[src/rtl/ovl_pkg.sv]
package ovl_pkg;
  // control register fields; bit order is the software-visible layout
  typedef struct packed {
    logic ext512_n;
    logic shadow_we;
    logic shadow_n;
    logic force_dos;
    logic ovl_en;
    logic wr_en;
  } ctrl_t;

  localparam int unsigned CTRL_W = $bits(ctrl_t);
endpackage

[src/rtl/ovl_port_dec.sv]
module ovl_port_dec #(
  parameter int unsigned AW          = 16,
  parameter int unsigned CTRL_LO_BIT = 0,
  parameter int unsigned CTRL_HI_BIT = 7,
  parameter int unsigned PAGE_LO_BIT = 1
) (
  input  logic [AW-1:0] addr_i,
  input  logic          iorq_ni,
  input  logic          wr_ni,
  output logic          ctrl_we_o,
  output logic          page_we_o
);
  localparam int unsigned PAGE_HI_BIT = AW - 1;

  logic io_wr;
  logic unused_addr;

  assign io_wr       = ~iorq_ni & ~wr_ni;
  assign ctrl_we_o   = io_wr & ~addr_i[CTRL_LO_BIT] & ~addr_i[CTRL_HI_BIT];
  assign page_we_o   = io_wr & ~addr_i[PAGE_HI_BIT] & ~addr_i[PAGE_LO_BIT];
  assign unused_addr = ^addr_i;
endmodule

[src/rtl/ovl_ctrl_reg.sv]
module ovl_ctrl_reg
  import ovl_pkg::*;
#(
  parameter int unsigned DW       = 8,
  parameter int unsigned PAGE_BIT = 4
) (
  input  logic          clk_i,
  input  logic          rst_ni,
  input  logic          ctrl_we_i,
  input  logic          page_we_i,
  input  logic [DW-1:0] data_i,
  output ctrl_t         ctrl_o,
  output logic          rom48_o
);
  logic unused_data;

  always_ff @(posedge clk_i or negedge rst_ni) begin
    if (!rst_ni) begin
      ctrl_o <= '0;
    end else if (ctrl_we_i) begin
      ctrl_o <= ctrl_t'(data_i[CTRL_W-1:0]);
    end
  end

  always_ff @(posedge clk_i or negedge rst_ni) begin
    if (!rst_ni) begin
      rom48_o <= 1'b0;
    end else if (page_we_i) begin
      rom48_o <= data_i[PAGE_BIT];
    end
  end

  assign unused_data = ^data_i;
endmodule

[src/rtl/ovl_mem_sel.sv]
module ovl_mem_sel
  import ovl_pkg::*;
#(
  parameter int unsigned HI_W = 2
) (
  input  logic [HI_W-1:0] addr_hi_i,
  input  logic            mreq_ni,
  input  logic            rd_ni,
  input  logic            wr_ni,
  input  ctrl_t           ctrl_i,
  input  logic            rom48_i,
  input  logic            dos_act_i,
  output logic            rom_cs_no,
  output logic            ram_cs_no,
  output logic            ram_oe_no,
  output logic            ram_we_no,
  output logic            ram_bank_o,
  output logic            shadow_en_o,
  output logic            shadow_we_o,
  output logic            ext512_en_o
);
  logic region;
  logic active;

  assign region = ~mreq_ni & (addr_hi_i == '0);
  // force alone is enough to map RAM so an image can be loaded
  assign active = (ctrl_i.ovl_en | ctrl_i.force_dos) & ~rom48_i;

  always_comb begin
    rom_cs_no = ~(region & ~active);
    ram_cs_no = ~(region & active);
    ram_oe_no = ~(region & active & ~rd_ni);
    ram_we_no = ~(region & active & ctrl_i.wr_en & ~wr_ni);
  end

  assign ram_bank_o  = dos_act_i | ctrl_i.force_dos;
  assign shadow_en_o = ~ctrl_i.shadow_n;
  assign shadow_we_o = ctrl_i.shadow_we;
  assign ext512_en_o = ~ctrl_i.ext512_n;
endmodule

[src/rtl/ovl_overlay_ctrl.sv]
module ovl_overlay_ctrl
  import ovl_pkg::*;
#(
  parameter int unsigned AW       = 16,
  parameter int unsigned DW       = 8,
  parameter int unsigned REGION_W = 14,
  parameter int unsigned PAGE_BIT = 4
) (
  input  logic          clk_i,
  input  logic          rst_ni,
  input  logic [AW-1:0] addr_i,
  input  logic [DW-1:0] data_i,
  input  logic          iorq_ni,
  input  logic          mreq_ni,
  input  logic          rd_ni,
  input  logic          wr_ni,
  input  logic          dos_act_i,
  output logic          rom_cs_no,
  output logic          ram_cs_no,
  output logic          ram_oe_no,
  output logic          ram_we_no,
  output logic          ram_bank_o,
  output logic          shadow_en_o,
  output logic          shadow_we_o,
  output logic          ext512_en_o
);
  localparam int unsigned HI_W = AW - REGION_W;

  logic  ctrl_we;
  logic  page_we;
  ctrl_t ctrl_q;
  logic  rom48_q;

  ovl_port_dec #(.AW(AW)) u_dec (
    .addr_i    (addr_i),
    .iorq_ni   (iorq_ni),
    .wr_ni     (wr_ni),
    .ctrl_we_o (ctrl_we),
    .page_we_o (page_we)
  );

  ovl_ctrl_reg #(.DW(DW), .PAGE_BIT(PAGE_BIT)) u_reg (
    .clk_i     (clk_i),
    .rst_ni    (rst_ni),
    .ctrl_we_i (ctrl_we),
    .page_we_i (page_we),
    .data_i    (data_i),
    .ctrl_o    (ctrl_q),
    .rom48_o   (rom48_q)
  );

  ovl_mem_sel #(.HI_W(HI_W)) u_sel (
    .addr_hi_i   (addr_i[AW-1:REGION_W]),
    .mreq_ni     (mreq_ni),
    .rd_ni       (rd_ni),
    .wr_ni       (wr_ni),
    .ctrl_i      (ctrl_q),
    .rom48_i     (rom48_q),
    .dos_act_i   (dos_act_i),
    .rom_cs_no   (rom_cs_no),
    .ram_cs_no   (ram_cs_no),
    .ram_oe_no   (ram_oe_no),
    .ram_we_no   (ram_we_no),
    .ram_bank_o  (ram_bank_o),
    .shadow_en_o (shadow_en_o),
    .shadow_we_o (shadow_we_o),
    .ext512_en_o (ext512_en_o)
  );
endmodule

[config.mk]
export PLATFORM = sky130hd
export DESIGN_NAME = ovl_overlay_ctrl
export DESIGN_NICKNAME = d
export VERILOG_FILES = /design/src/rtl/ovl_pkg.sv /design/src/rtl/ovl_port_dec.sv /design/src/rtl/ovl_ctrl_reg.sv /design/src/rtl/ovl_mem_sel.sv /design/src/rtl/ovl_overlay_ctrl.sv
export SDC_FILE = /design/constraint.sdc
export NUM_CORES = 1
export LEC_CHECK = 0
export ABC_AREA = 1
export BUFFER_PORTS_ARGS = -buffer_cell sky130_fd_sc_hd__buf_2
export CAP_MARGIN = 10
export CELL_PAD_IN_SITES_DETAIL_PLACEMENT = 0
export CELL_PAD_IN_SITES_GLOBAL_PLACEMENT = 2
export CORE_AREA = 2 2 61 57
export DETAILED_ROUTE_END_ITERATION = 6
export DIE_AREA = 0 0 63 59
export HOLD_SLACK_MARGIN = 0.08
export PLACE_DENSITY_LB_ADDON = 0.15
export SLEW_MARGIN = 30
export SYNTH_ARGS = -nofsm -noshare
export SYNTH_HDL_FRONTEND = slang
export SYNTH_SLANG_ARGS = --single-unit
[constraint.sdc]
create_clock -name clk_i -period 0.8 [get_ports clk_i]
set_input_delay 0.12 -clock clk_i [delete_from_list [all_inputs] [get_ports clk_i]]
set_output_delay 0.12 -clock clk_i [all_outputs]
set_load 0.01 [all_outputs]
==> reports/metrics.yaml <==
crit_required_ns: 0.68
cts_root_buf: "clkbuf_4"
yosysWarnings: 0
hold_violations: 0
r2r_slack_ns: -0.06
diodes: 0
startpoint: "u_reg.ctrl_o[2]"
failed_checks: "setup timing"
die_w_um: 63
ant_nets: 0
setup.worst_path.end: "ram_we_no"
fin_ws_ns: -0.362
cts_made_buffers: 3
initial_core_util_pct: 12.6
regToRegStartpoint: "u_reg.rom48_o"
wl_mm: 1.13
port_buffers: 25
vias: 411
power_mw: 1.11
layoutNonFillerInstCount: 125
crit_path_start_kind: "flip-flop"
place_area_um2: 574
crit_arrival_ns: 1.04
period_needed_ns: 1.16
ys_types: 12
nets: 115
fin_skew_ns: 0
powerDensity_nw_per_um2: 1750
first_pass_iters: 2
grt_pass1_wl_mm: 1.73
tightest_slew_ns: 0.227
design_area_um2: 636
clockBufferDepth: 2
cp_max_fo: 3
avgSynthCellArea_um2: 7.79
wl_per_cell_um: 9.02
ir_drop_uv: 279
fin_hold_ws_ns: 0.100
num_io_pins: 39
setup_viol: 9
syn_nets: 80
vias_per_cell: 3.29
cts_tree: "yes"
antenna_found_initial: 0
crit_type: "flip-flop to primary output"
ys_seq_area_share_pct: 45.9
clk_latency_ns: 0.25
worstHoldPathType: "primary input to flip-flop"
route.detailed.drc: 0
dp.cells: 118
dieHeight_um: 59
core.rowCount: 19
h-tree-depth: 1
maxCapViolCount: 0
worst_setup_path_end_kind: "primary output"
synth_seq_cells: 7
reg2reg_to: "u_reg.rom48_o"
grt_max_degree: 10
p_leak_nw: 0.343
holdPathStages: 3
netlist_instances: 49
grt_pass1_vias: 392
overflow: 0
period_share_pct: 145
coreArea_um2: 3020
place.detailed.hpwl_um: 882
fmax_ghz: 0.861
maxSlewViolCount: 0
reg2reg_depth: 4
cts.sinks: 7
die_area_um2: 3720
fillers: 346
drive_above_1_share_pct: 49.4
groute.usage.overall_pct: 6.27
rsz0062_at_grt: "true"
gp_congestion: 0.603
post-place-ws_ns: -0.163
status: "complete, but fails checks"
syn_to_final_growth_pct: 66.6
drt_iter0_markers: 3
clk_pin_slew_ns: 0.06
slew_headroom_pct: 84.8
syn_area_um2: 382
worst max-delay path: stages (launching register included):
cell	delay, ns
dfrtp_1	0.40
nor2_2	0.13
nor2_2	0.06
nand3_1	0.08
buf_2	0.13
through the flow:
stage / TNS [ns] / utilization, %
after floorplan: 0 / -
after global placement: -0.701 / 19.0
after detailed placement: -0.686 / 19.0
after CTS: -2.19 / 20.6
after global routing: -2.63 / 21.1
final: -2.06 / 21.1
worst min-delay path by stage:
stage | end | from | slack (ns)
6_report | u_reg.ctrl_o[5] | data_i[5] | 0.10
5_1_grt | u_reg.ctrl_o[5] | data_i[5] | 0.10
3_3_place_gp | u_reg.ctrl_o[5] | rst_ni | -0.03
4_1_cts | u_reg.ctrl_o[5] | data_i[5] | 0.1
3_5_place_dp | u_reg.ctrl_o[5] | rst_ni | -0.02
2_1_floorplan | u_reg.ctrl_o[0] | rst_ni | -0.18
kinds of logic after synthesis:
kind of cell	share of synthesized area (%)
buf+inv	5.90
flops	45.9
compound gates	1.31
simple gates	46.9
layout make-up:
type | count | area [um^2] | area share (%)
timing repair buffer | 30 | 165 | 26.0
sequential | 7 | 175 | 27.6
multi-input combinational | 36 | 194 | 30.5
tap | 42 | 52.6 | 8.27
clock buffer | 4 | 26.3 | 4.13
inverter | 6 | 22.5 | 3.54
metal layers:
metal / vias up / wire length [um] / GRT usage (%)
li1: 221 / - / -
met1: 179 / 494 / 7.62
met2: 9 / 580 / 10.0
met5: - / 0 / 0
met3: 2 / 33 / 1.14
met4: 0 / 19 / 4.76
power by group:
| part | switching (mW) | total, mW | internal, mW |
|---|---|---|---|
| registers | 0.0411 | 0.462 | 0.421 |
| logic | 0.161 | 0.319 | 0.158 |
| clock network | 0.141 | 0.333 | 0.191 |
cells in the final DEF, fill, tap and decap left out:
cell type and instances:
inv_1 5, buf_4 4, o21ai_0 1, nor2_4 1, nand2_1 15, clkbuf_1 1
clkbuf_4 3, nand2_4 1, nor2_8 1, nand2_2 2, dlygate4sd3_1 1, or2_1 1
inv_2 1, nor2_1 2, dfrtp_1 7, nor2_2 3, nand3_1 9, buf_2 25
timing repair:
item	in CTS	in global routing
resized for setup	2	2
pin swaps	1	2
hold buffers	1	0
setup buffers	1	1
endpoints found under the setup margin	8	9
hold endpoints to repair	7	0
flip-flops by register name (all words and copies together) (netlist names):
register	count
u_reg.rom48_o	1
u_reg.ctrl_o	6
Yosys cell counts:
cell type   n  area (um^2)
dfrtp_1     7          175
inv_1       5         18.8
inv_2       1         3.75
nand2_1    17         63.8
nand2_4     1         11.3
nand3_1     9         45.0
nor2_1      4         15.0
nor2_2      1         6.26
nor2_4      1         11.3
nor2_8      1         20.0
o21ai_0     1         5.00
or2_1       1         6.26
(Power assumes the default switching activity.)
